File: src/rtl/rstctl_pkg.sv
`timescale 1ns/1ps
// rstctl_pkg: shared constants and types for the reset controller.
// Assumes: cause bit positions are fixed and decoded by software.
package rstctl_pkg;
    localparam int NCAUSE    = 5;
    localparam int CAUSE_EXT = 0;
    localparam int CAUSE_SW  = 1;
    localparam int CAUSE_WDT = 2;
    localparam int CAUSE_PWR = 3;
    localparam int CAUSE_CLK = 4;

    typedef enum logic [1:0] {
        ST_RUN   = 2'd0,
        ST_HOLD  = 2'd1,
        ST_STAB  = 2'd2,
        ST_FETCH = 2'd3
    } seq_state_t;
endpackage

File: src/rtl/rstctl_pinfilt.sv
`timescale 1ns/1ps
// rstctl_pinfilt: synchronizes the asynchronous active-low reset pin and
// accepts it only after FILT_LEN consecutive low samples.
// Assumes: clk runs whenever the pin must be seen; FILT_LEN >= 1.
module rstctl_pinfilt #(
    parameter int FILT_LEN    = 4,
    parameter int SYNC_STAGES = 2
) (
    input  logic clk,
    input  logic rst_n,
    input  logic pin_n,
    output logic accepted
);
    localparam int CW = $clog2(FILT_LEN + 1);
    localparam logic [CW-1:0] FULL = CW'(FILT_LEN);

    logic [SYNC_STAGES-1:0] sync_q;
    logic [CW-1:0]          low_cnt_q;

    // Bring the pin into the clock domain through a flop chain.
    always_ff @(posedge clk) begin
        if (!rst_n) sync_q <= '1;
        else        sync_q <= {sync_q[SYNC_STAGES-2:0], pin_n};
    end

    // Count consecutive low samples, saturating at the acceptance width.
    always_ff @(posedge clk) begin
        if (!rst_n)                    low_cnt_q <= '0;
        else if (sync_q[SYNC_STAGES-1]) low_cnt_q <= '0;
        else if (low_cnt_q != FULL)    low_cnt_q <= low_cnt_q + 1'b1;
    end

    assign accepted = (low_cnt_q == FULL);
endmodule

File: src/rtl/rstctl_seq.sv
`timescale 1ns/1ps
// rstctl_seq: reset sequencer. Holds the core in reset while any cause is
// active, synchronizes the release over two cycles, optionally waits for
// oscillator stabilization, then issues a one-cycle mode-fetch request.
// Assumes: STAB_CYC >= 2; causes are already in the clock domain.
module rstctl_seq
    import rstctl_pkg::*;
#(
    parameter int STAB_CYC = 1024
) (
    input  logic              clk,
    input  logic              rst_n,
    input  logic              ext_acc,
    input  logic              sw_rst_wr,
    input  logic              wdt_ovf,
    input  logic              pwr_bad,
    input  logic              clk_fault,
    input  logic              slow_mode,
    output logic [NCAUSE-1:0] cause_vec,
    output logic              new_evt,
    output logic              core_rst_n,
    output logic              fetch_req
);
    localparam int SCW = $clog2(STAB_CYC);
    localparam logic [SCW-1:0] STAB_LAST = SCW'(STAB_CYC - 1);

    seq_state_t     state_q;
    logic [1:0]     rel_q;
    logic           sw_req_q;
    logic           need_osc_q;
    logic [SCW-1:0] stab_q;
    logic           any_cause;

    assign cause_vec = {clk_fault, pwr_bad, wdt_ovf, sw_req_q, ext_acc};
    assign any_cause = |cause_vec;
    assign new_evt   = any_cause && (state_q == ST_RUN);

    // Software request: taken only while running, dropped once the reset starts.
    always_ff @(posedge clk) begin
        if (!rst_n) sw_req_q <= 1'b0;
        else        sw_req_q <= (state_q == ST_RUN) && !any_cause && sw_rst_wr;
    end

    // Remember that the oscillator must settle (power-up or detector event).
    always_ff @(posedge clk) begin
        if (!rst_n)                  need_osc_q <= 1'b1;
        else if (pwr_bad)            need_osc_q <= 1'b1;
        else if (state_q == ST_FETCH) need_osc_q <= 1'b0;
    end

    // Main sequence: hold, synchronized release, optional wait, fetch, run.
    always_ff @(posedge clk) begin
        if (!rst_n) begin
            state_q <= ST_HOLD;
            rel_q   <= 2'b00;
            stab_q  <= '0;
        end else if (any_cause) begin
            state_q <= ST_HOLD;
            rel_q   <= 2'b00;
        end else begin
            unique case (state_q)
                ST_HOLD: begin
                    rel_q <= {rel_q[0], 1'b1};
                    if (rel_q[1]) begin
                        stab_q  <= '0;
                        state_q <= (need_osc_q || slow_mode) ? ST_STAB : ST_FETCH;
                    end
                end
                ST_STAB: begin
                    if (stab_q == STAB_LAST) state_q <= ST_FETCH;
                    else                     stab_q  <= stab_q + 1'b1;
                end
                ST_FETCH: state_q <= ST_RUN;
                default:  state_q <= ST_RUN;
            endcase
        end
    end

    assign core_rst_n = (state_q == ST_RUN) || (state_q == ST_FETCH);
    assign fetch_req  = (state_q == ST_FETCH);
endmodule

File: src/rtl/rstctl_flags.sv
`timescale 1ns/1ps
// rstctl_flags: latest-cause flag register with write-one-to-clear.
// A new reset event wipes all flags but the power flag; active causes set.
// Assumes: set has priority over a clear in the same cycle.
module rstctl_flags
    import rstctl_pkg::*;
(
    input  logic              clk,
    input  logic              rst_n,
    input  logic [NCAUSE-1:0] cause_vec,
    input  logic              new_evt,
    input  logic              clr_we,
    input  logic [NCAUSE-1:0] clr_mask,
    output logic [NCAUSE-1:0] flags
);
    for (genvar i = 0; i < NCAUSE; i++) begin : g_flag
        localparam bit IS_PWR = (i == CAUSE_PWR);
        // One flag bit: set by its cause, kept unless cleared or superseded.
        always_ff @(posedge clk) begin
            if (!rst_n) flags[i] <= IS_PWR;
            else        flags[i] <= cause_vec[i]
                                  | (flags[i] & ~(clr_we & clr_mask[i])
                                              & (IS_PWR | ~new_evt));
        end
    end
endmodule

File: src/rtl/rstctl_top.sv
`timescale 1ns/1ps
// rstctl_top: multi-source reset controller. Filters the external pin,
// sequences the core reset release and records the latest cause.
// Assumes: all inputs other than ext_rst_n are synchronous to clk.
module rstctl_top
    import rstctl_pkg::*;
#(
    parameter int FILT_LEN = 4,
    parameter int STAB_CYC = 1024
) (
    input  logic        clk,
    input  logic        rst_n,
    input  logic        ext_rst_n,
    input  logic        sw_rst_wr,
    input  logic        wdt_ovf,
    input  logic        pwr_bad,
    input  logic        clk_fault,
    input  logic        slow_mode,
    input  logic        flag_clr_we,
    input  logic [4:0]  flag_clr_mask,
    output logic        core_rst_n,
    output logic        fetch_req,
    output logic [4:0]  cause_flags
);
    logic              ext_acc;
    logic [NCAUSE-1:0] cause_vec;
    logic              new_evt;

    rstctl_pinfilt #(.FILT_LEN(FILT_LEN), .SYNC_STAGES(2)) i_filt (
        .clk      (clk),
        .rst_n    (rst_n),
        .pin_n    (ext_rst_n),
        .accepted (ext_acc)
    );

    rstctl_seq #(.STAB_CYC(STAB_CYC)) i_seq (
        .clk        (clk),
        .rst_n      (rst_n),
        .ext_acc    (ext_acc),
        .sw_rst_wr  (sw_rst_wr),
        .wdt_ovf    (wdt_ovf),
        .pwr_bad    (pwr_bad),
        .clk_fault  (clk_fault),
        .slow_mode  (slow_mode),
        .cause_vec  (cause_vec),
        .new_evt    (new_evt),
        .core_rst_n (core_rst_n),
        .fetch_req  (fetch_req)
    );

    rstctl_flags i_flags (
        .clk       (clk),
        .rst_n     (rst_n),
        .cause_vec (cause_vec),
        .new_evt   (new_evt),
        .clr_we    (flag_clr_we),
        .clr_mask  (flag_clr_mask),
        .flags     (cause_flags)
    );
endmodule

File: config.mk
export PLATFORM = sky130hd
export DESIGN_NAME = rstctl_top
export DESIGN_NICKNAME = d
export VERILOG_FILES = /design/src/rtl/rstctl_pkg.sv /design/src/rtl/rstctl_pinfilt.sv /design/src/rtl/rstctl_seq.sv /design/src/rtl/rstctl_flags.sv /design/src/rtl/rstctl_top.sv
export SDC_FILE = /design/constraint.sdc
export NUM_CORES = 1
export LEC_CHECK = 0
export BUFFER_PORTS_ARGS = -buffer_cell sky130_fd_sc_hd__buf_2
export CORE_MARGIN = 10
export CORE_UTILIZATION = 55
export DETAILED_ROUTE_END_ITERATION = 8
export MAX_ROUTING_LAYER = met4
export PLACE_DENSITY = 0.9
export SYNTH_ARGS = -nofsm -noshare
export SYNTH_HDL_FRONTEND = slang
export SYNTH_SLANG_ARGS = --single-unit
File: constraint.sdc
create_clock -name clk -period 1.96 [get_ports clk]
set_input_delay 0.196 -clock clk [delete_from_list [all_inputs] [get_ports clk]]
set_output_delay 0.196 -clock clk [all_outputs]
set_load 0.02 [all_outputs]
# Word level (Yosys, flattened, before mapping)
# Cells that the tools add are included.
[word_totals]
register_bits = 26
latchBits = 0
ram_bits = 0
romBits = 0
in_bits = 14
output_inout_bits = 7
elab_cells = 71
memories = 0
[op_classes]
n_addsub = 2
n_mul = 0
div_mod_pow = 0
magnitude_cmp = 0
eq_ne = 9
shift = 0
muxes = 7
bitwise_logic = 27
reduce_logical = 14
[op_table]
columns = ["operator", "n"]
rows = [
  ["2-to-1 mux 10 bit", 2],
  ["one-hot mux 10 bit (2 select lines)", 1],
  ["AND 1 bit", 14],
  ["adder 10 x 1 -> 10 bit (second input constant)", 1],
  ["== test 10 bit (second input constant)", 1],
  ["inverter 1 bit", 8],
  ["OR reduction 6 bit", 1],
  ["OR 1 bit", 5],
  ["OR reduction 5 bit", 1],
  ["== test 2 bit (second input constant)", 2],
  ["2-to-1 mux 2 bit", 2],
  ["!= test 2 x 1 -> 1 bit (second input constant)", 2],
  ["one-hot mux 2 bit (2 select lines)", 1],
  ["AND reduction 4 bit", 1],
  ["OR reduction 2 bit", 2],
  ["adder 3 x 1 -> 3 bit (second input constant)", 1],
  ["== test 3 bit (second input constant)", 1],
  ["logical AND 1 bit", 3],
  ["!= test 3 bit (second input constant)", 1],
  ["== test 2 x 1 -> 1 bit (second input constant)", 1],
  ["logical NOT 2 bit", 1],
  ["logical OR 1 bit", 2],
  ["!= test 2 bit (second input constant)", 1],
  ["AND reduction 2 bit", 1],
  ["other kinds (3)", 3],
]

# Depth between registers and ports, before layout
# Gate-level depths: netlist of the first run.
[depth]
word_depth = 6
mapped_depth = 7
mapped_depth_nobuf = 6

# Modules after synthesis
# A second synthesis of the first run with hierarchy kept.
[hier_totals]
hier_cells = 154
area_unflattened_um2 = 1393.8
[modules_own_cells]
columns = ["mod", "instances", "cells_per_inst", "area_each_um2", "seq_area_each_um2"]
rows = [
  ["rstctl_seq", 1, 112, 979.7, 320.3],
  ["rstctl_pinfilt", 1, 22, 219.0, 100.1],
  ["rstctl_flags", 1, 20, 195.2, 100.1],
]

# Worst setup path before layout of the first run
# No wires, ideal clock.
[synth_timing]
kind = "reg2reg"
startpoint = "register i_seq.stab_q[0]"
endpoint = "register i_seq.stab_q[2]"
setup_ns = 0.060
arrival_ns = 1.626
required_ns = 1.900
slack_ns = 0.274
stages_incl_launch_ff = 7
n_path_buf = 1
synth_period_minus_slack_ns = 1.686
cell_sequence = "dfxtp_1 ha_1 nand4_2 or4_4 buf_6 a311oi_2 a41o_1"
[synth_via]
elab_chain_cells = 3
[synth_rtl]
columns = ["element", "line_no", "source"]
rows = [
  ["from (decl)", "rstctl_seq.sv:31", "logic [SCW-1:0] stab_q;"],
  ["from (signal assigned)", "rstctl_seq.sv:71", "else stab_q <= stab_q + 1'b1;"],
  ["adder 10 x 1 -> 10 bit or == test 10 bit (tied branches)", "rstctl_seq.sv:71, rstctl_seq.sv:70", ""],
  ["2-to-1 mux 10 bit or != test 2 bit (tied branches)", "--", ""],
  ["one-hot mux 10 bit (2 select lines) or AND reduction 4 bit (tied branches)", "--", ""],
]
# Several ways; a longest one is shown, not always the timed one. The select of a mux whose other input is x is not followed.
# A chain may end at the register's enable or synchronous reset.

# Worst setup path after layout of the first run
[layout_timing]
startpoint = "register i_seq.stab_q[1]"
endpoint = "register i_seq.stab_q[2]"
# The elaborated chain is that of the path after synthesis.

==> metrics.txt, run 1 <==
status finished, final reports clean; final setup vio count 0; Post-synth top cells dfxtp_1, nand2_1, inv_1; Worst Setup End Kind flip-flop; max-cap viol count 0; number of synthesized flops with an enable pin 0; Hold Path Cell Cnt 2; worst hold path type primary input to flip-flop; Worst Hold End i_filt.sync_q[0]$_SDFF_PN1_; Reg2Reg Capture Point i_seq.stab_q[2]$_SDFFE_PN0P_; Port-buffer cells 20; H-tree depth 1; grt ovf 0; vias per cell 6.07; cell area after layout 0.00153 mm²; Worst-Margin Slew 0.462 ns; final net count 196; syn_area_per_cell 8.87 µm²; period utilization 95.3%; IO Count 21; YS warnings 0; CTS Sinks 26; Net Sw Power 0.192 mW; RSZ-0062 raised after global routing no; multi-input combinational cell area 732 µm²; first-pass GRT wire length 5290 µm; Filler cells 195; Worst R2R Path Depth 5; Worst slew margin 68.9%; vias in the first global route 1148; post-synth top area share 39.4%; Initial Utilization 58.6%; final number of hold-violating endpoints 0; internal power 0.764 mW; count leader, synth dfxtp_1; GP Congestion 0.846; TritonCTS buffer count 3; Max Fclk 535 MHz; async set-or-reset flop fraction in the synthesized netlist 0%; sequential share of power 56.3%; worst path bufs/invs 0; Seq/Total Area, Yosys 39.4%; Gate power share 5.6%; core area 0.00225 mm²; Root Driver clkbuf_4; Worst Path Class, Setup flip-flop to flip-flop; Post-Syn Area 0.00132 mm²; antenna violations before repair 0; sw frac 20.1%; worst vdd ir 429 µV; gr usage total 13.3%; Die ar. 0.00476 mm²; Synth Instances 149; R2R Setup Slk 0.09 ns; CP cell instances ha_1 > nand4_2 > or4_4 > a311oi_2 > a41o_1; DP Wirelength 2510 µm; Leak 0.632 nW; Starting DRT DRC Count 37; pre-CTS WS 0.0938 ns; Final ANT Viol Nets 0; CTS tree done; final WL 3220 µm; CP Data Required Time 2.23 ns; Setup TNS Final 0 ns; vias post-DR 1226; CP startpoint kind flip-flop; FF-to-FF Start i_seq.stab_q[1]$_SDFFE_PN0P_; Pre-antenna DRT Iters 5; hold buffer count at CTS 0; setup ws final 0.0922 ns; Slew Limit Fails 0; Crit path max-delay family simple AND/OR/NAND/NOR gates; layout cell share with drive strength beyond 1 25.3%; # DRC 0; placed insts 197; Layout area overhead 15.6%; final cell count without fillers 202; Clock Path Buffers 2; DR WL/cell 15.9 µm; Net Count, Synth 170; hold_sp ext_rst_n; top cells by area, synth dfxtp_1, ha_1, nand2_1, nand3_1, inv_1; peak per-stage delay on the critical path 0.52 ns; Yosys reg bits 26; antenna cells 0; Worst-path clk slew 0.14 ns; Crit Path Max Fanout 7; min Tclk post-route 1.87 ns; Die Y 69.0 µm; clk_lat worst skew 0.32 ns; PD cells 626 mW/mm²; post-synth top area cell dfxtp_1; die width 69.0 µm; dpl cell area 0.00146 mm²; Sequential Area 522 µm²; Distinct cells, synth 43; Clk network pwr share 38.1%; Most used DFF post-synth dfxtp_1; pin count of the biggest net entering global routing 16; clock skew 0.00965 ns; # rows 17; critical path arrival 2.14 ns; Crit-path slowest cell or4_4
## kinds of logic (layout without fill, tap and decap cells)
logic type,after synthesis,in the layout,share of synthesized area (%)
adder cells (fa/ha/maj),7,7,6.63
multiplexers,1,1,0.758
AND/OR/NAND/NOR,68,68,28.8
AO/OA/AOI/OAI,30,30,18.0
buffers and inverters,16,41,5.78
XOR/XNOR,1,1,0.663
flip-flops,26,26,39.4
## per-stage QoR
step	total power, mW	util (%)	hold WS [ns]
5_1_grt	0.997	67.8	0.0480
4_1_cts	0.961	67.0	0.0421
3_5_place_dp	0.603	64.7	0.382
6_report	0.956	67.8	0.0489
2_1_floorplan	0.576	-	0.295
3_3_place_gp	0.600	64.7	0.380
## sequential cells by signal, summed over array words and instances, names as in the netlist
register	count
i_filt.sync_q	2
i_seq.state_q	2
i_seq.need_osc_q	1
i_seq.stab_q	10
i_flags.flags	5
i_seq.sw_req_q	1
i_filt.low_cnt_q	3
i_seq.rel_q	2
## power by group through the flow
stage	Clock, mW	Combinational, mW	Sequential (mW)
2_1_floorplan	0	0.0220	0.554
3_3_place_gp	0	0.0505	0.549
3_5_place_dp	0	0.0536	0.550
4_1_cts	0.369	0.0539	0.538
5_1_grt	0.399	0.0594	0.539
6_report	0.364	0.0539	0.538
## area by class of cell
type	count	share of cell area, %
flip-flops and latches	26	34.2
multi-input cells	107	47.9
clock inverters	1	1.97
repair buffers	26	9.50
inverters	11	2.70
clock buffers	3	1.47
well taps	28	2.29
## cell usage in the layout, fill, tap and decap left out, types with 4 or more instances in the layout
| cell type | n |
|---|---|
| a21oi_1 | 4 |
| buf_2 | 20 |
| buf_4 | 6 |
| dfxtp_1 | 25 |
| ha_1 | 7 |
| inv_1 | 11 |
| nand2_1 | 15 |
| nand2b_1 | 5 |
| nand3_1 | 10 |
| nor2_1 | 10 |
| nor3_1 | 7 |
| o21ai_0 | 4 |
## layer usage
layer | track usage [%] | vias to the layer above | part of all wire (%)
met5 | - | - | 0
met4 | 7.10 | 0 | 2.5
met3 | 2.85 | 8 | 5.7
met2 | 22.6 | 45 | 53
met1 | 14.2 | 577 | 39
li1 | - | 596 | -
## how the worst max path moves through the flow
| stage | startpoint | end | slack (ns) | cells after the start |
|---|---|---|---|---|
| finish | i_seq.stab_q[1]$_SDFFE_PN0P_ | i_seq.stab_q[2]$_SDFFE_PN0P_ | 0.09 | 5 |
| global route | i_seq.state_q[1]$_SDFFE_PP0P_ | i_seq.stab_q[6]$_SDFFE_PN0P_ | 0.02 | 6 |
| CTS | i_seq.state_q[1]$_SDFFE_PP0P_ | i_seq.stab_q[5]$_SDFFE_PN0P_ | 0.05 | 6 |
| detailed placement | i_seq.state_q[1]$_SDFFE_PP0P_ | i_seq.stab_q[5]$_SDFFE_PN0P_ | 0.09 | 6 |
| global placement | i_seq.state_q[1]$_SDFFE_PP0P_ | i_seq.stab_q[5]$_SDFFE_PN0P_ | 0.25 | 6 |
| floorplan | i_seq.stab_q[0]$_SDFFE_PN0P_ | i_seq.stab_q[2]$_SDFFE_PN0P_ | 0.27 | 6 |
## worst register-to-register path, delay by kind of cell (launching register included)
kind	cells	cell delay [ns]
adders and majority gates	1	0.25
and+or+nand+nor	2	0.73
DFF	1	0.40
AOI/OAI and AO/OA	2	0.45
## timing repair
| item | in CTS | in global routing |
|---|---|---|
| endpoints found under the setup margin | 0 | 4 |
| setup buffers | 0 | 1 |
| gates resized for setup | 0 | 3 |
(Power assumes the default switching activity.)
==> inputs of run 2 (changes only) <==
- CORE_UTILIZATION: 55 -> 59
- PLACE_DENSITY: 0.9 -> 0.95
- clock period: 1.96 -> 2.35 ns (I/O delays scaled with it)
==> metrics.txt, run 2 (synthesized netlist as in run 1, its figures left out) <==
pin count of the biggest net entering global routing 16 (unchanged); FF-to-FF Start i_seq.state_q[1]$_SDFFE_PP0P_ (was i_seq.stab_q[1]$_SDFFE_PN0P_); hold_sp ext_rst_n (unchanged); setup ws final 0.340 ns (was 0.0922 ns); DR WL/cell 14.4 µm (was 15.9 µm); vias in the first global route 1156 (was 1148); Clock Path Buffers 2 (unchanged); final number of hold-violating endpoints 0 (unchanged); antenna violations before repair 0 (unchanged); vias per cell 5.82 (was 6.07); Max Fclk 498 MHz (was 535 MHz); fin util 67.9% (was 67.8%); CTS Sinks 26 (unchanged); Setup TNS Final 0 ns (unchanged); final setup vio count 0 (unchanged); status finished, final reports clean (unchanged); clock skew 0.00733 ns (was 0.00965 ns); final net count 192 (was 196); final cell count without fillers 198 (was 202); met1 usage 15.5% (was 14.2%); die width 67.3 µm (was 69.0 µm); GP Congestion 0.935 (was 0.846); Layout area overhead 11.5% (was 15.6%); grt ovf 0 (unchanged); hold buffer count at CTS 0 (unchanged); first-pass GRT wire length 4980 µm (was 5290 µm); Slew Limit Fails 0 (unchanged); PD cells 484 mW/mm² (was 626 mW/mm²); Port-buffer cells 20 (unchanged); Die Y 67.3 µm (was 69.0 µm); highest-count cells in the layout ignoring fill and taps dfxtp_1, buf_2, nand2_1 (unchanged); Filler cells 185 (was 195); DP Wirelength 2180 µm (was 2510 µm); grt peak-use layer met2 (unchanged); max FFs per register 10 (unchanged); commonest non-fill, non-tap cell in the layout dfxtp_1 (unchanged); TritonCTS buffer count 3 (unchanged); Worst Setup End Kind flip-flop (unchanged); IO Count 21 (unchanged); dpl cell area 0.00144 mm² (was 0.00146 mm²); pre-CTS WS 0.411 ns (was 0.0938 ns); grt met3 use 2.98% (was 2.85%); PostCTS Resize Cnt 0 (unchanged); max-cap viol count 0 (unchanged); Worst Path Class, Setup flip-flop to flip-flop (unchanged); Initial Utilization 60.9% (was 58.6%); critical path arrival 2.28 ns (was 2.14 ns); CP Data Required Time 2.62 ns (was 2.23 ns); CTS tree done (unchanged); Worst-path clk slew 0.14 ns (about the same); CP startpoint kind flip-flop (unchanged); core area 0.00217 mm² (was 0.00225 mm²); Worst slew margin 62.5% (was 68.9%); worst vdd ir 351 µV (was 429 µV); Regs by FF count i_seq.stab_q x10, i_flags.flags x5, i_filt.low_cnt_q x3 (unchanged); Crit Path Max Fanout 6 (was 7); placed insts 194 (was 197); Pre-antenna DRT Iters 4 (was 5); worst hold path type primary input to flip-flop (unchanged); Starting DRT DRC Count 90 (was 37); largest register by flop count i_seq.stab_q (unchanged); RSZ-0062 raised after global routing no (unchanged); # rows 17 (unchanged); vias post-DR 1153 (was 1226); Die ar. 0.00453 mm² (was 0.00476 mm²); multi-input combinational cell area 724 µm² (was 732 µm²); antenna cells 0 (unchanged); met2 Use GR 24.5% (was 22.6%); final WL 2860 µm (was 3220 µm); hold_ws 0.0921 ns (was 0.0489 ns); Worst-Margin Slew 0.558 ns (was 0.462 ns); total power 0.713 mW (was 0.956 mW); Root Driver clkbuf_4 (unchanged); gr usage total 14.3% (was 13.3%); cell area after layout 0.00147 mm² (was 0.00153 mm²); period utilization 85.5% (was 95.3%); # DRC 0 (unchanged); min Tclk post-route 2.01 ns (was 1.87 ns); layout cell share with drive strength beyond 1 21.8% (was 25.3%); Final ANT Viol Nets 0 (unchanged); Setup Buffers After CTS 0 (unchanged); H-tree depth 1 (unchanged); Leak 0.605 nW (was 0.632 nW); clk_lat worst skew 0.32 ns (about the same); Critical Path Start i_seq.state_q[1]$_SDFFE_PP0P_ (was i_seq.stab_q[1]$_SDFFE_PN0P_); Sequential Area 520 µm² (was 522 µm²)
==> run 2: cell count changes in the layout (fill, tap and decap cells not counted) <==
| cell | previous run | this run |
|---|---|---|
| dfxtp_1 | 25 | 26 |
| dfxtp_2 | 1 | 0 |
| nor4_2 | 1 | 0 |
| and4_1 | 0 | 1 |
| nor4_1 | 2 | 3 |
| and4_2 | 1 | 0 |
| clkbuf_8 | 0 | 1 |
| bufinv_16 | 1 | 0 |
| buf_4 | 6 | 2 |
==> run 2: path summary, 6_finish.rpt <==
check,cells after the start,slack (ns),endpoint
worst max-delay path,6,0.34,i_seq.stab_q[2]$_SDFFE_PN0P_
worst min-delay path,2,0.09,i_filt.sync_q[0]$_SDFF_PN1_
worst max register to register,6,0.34,i_seq.stab_q[2]$_SDFFE_PN0P_
worst min register to register,1,0.43,i_filt.sync_q[1]$_SDFF_PN1_
==> run 2: worst max-delay path: stages, from the launching register on <==
cell	delay, ns
dfxtp_1	0.39
inv_1	0.09
ha_1	0.24
nand2b_1	0.19
nand4_1	0.28
nor3_1	0.53
a41o_1	0.24
==> run 2: metal layers <==
layer	share of wire [%]	wire length [µm]
met5	0	0
met4	1.5	43
met3	5.7	164
met2	47	1340
met1	46	1310
==> run 2: power by group <==
part / switching, mW / internal (mW)
clock: 0.127 / 0.0948
sequential: 0.00215 / 0.446
combinational: 0.0249 / 0.0179
total: 0.154 / 0.559
==> run 2: cell type report <==
class	count	area share (%)
flip-flops and latches	26	35.3
well taps	28	2.38
multi-input cells	107	49.2
repair buffers	22	7.82
inverters	11	2.80
clock buffers	4	2.46
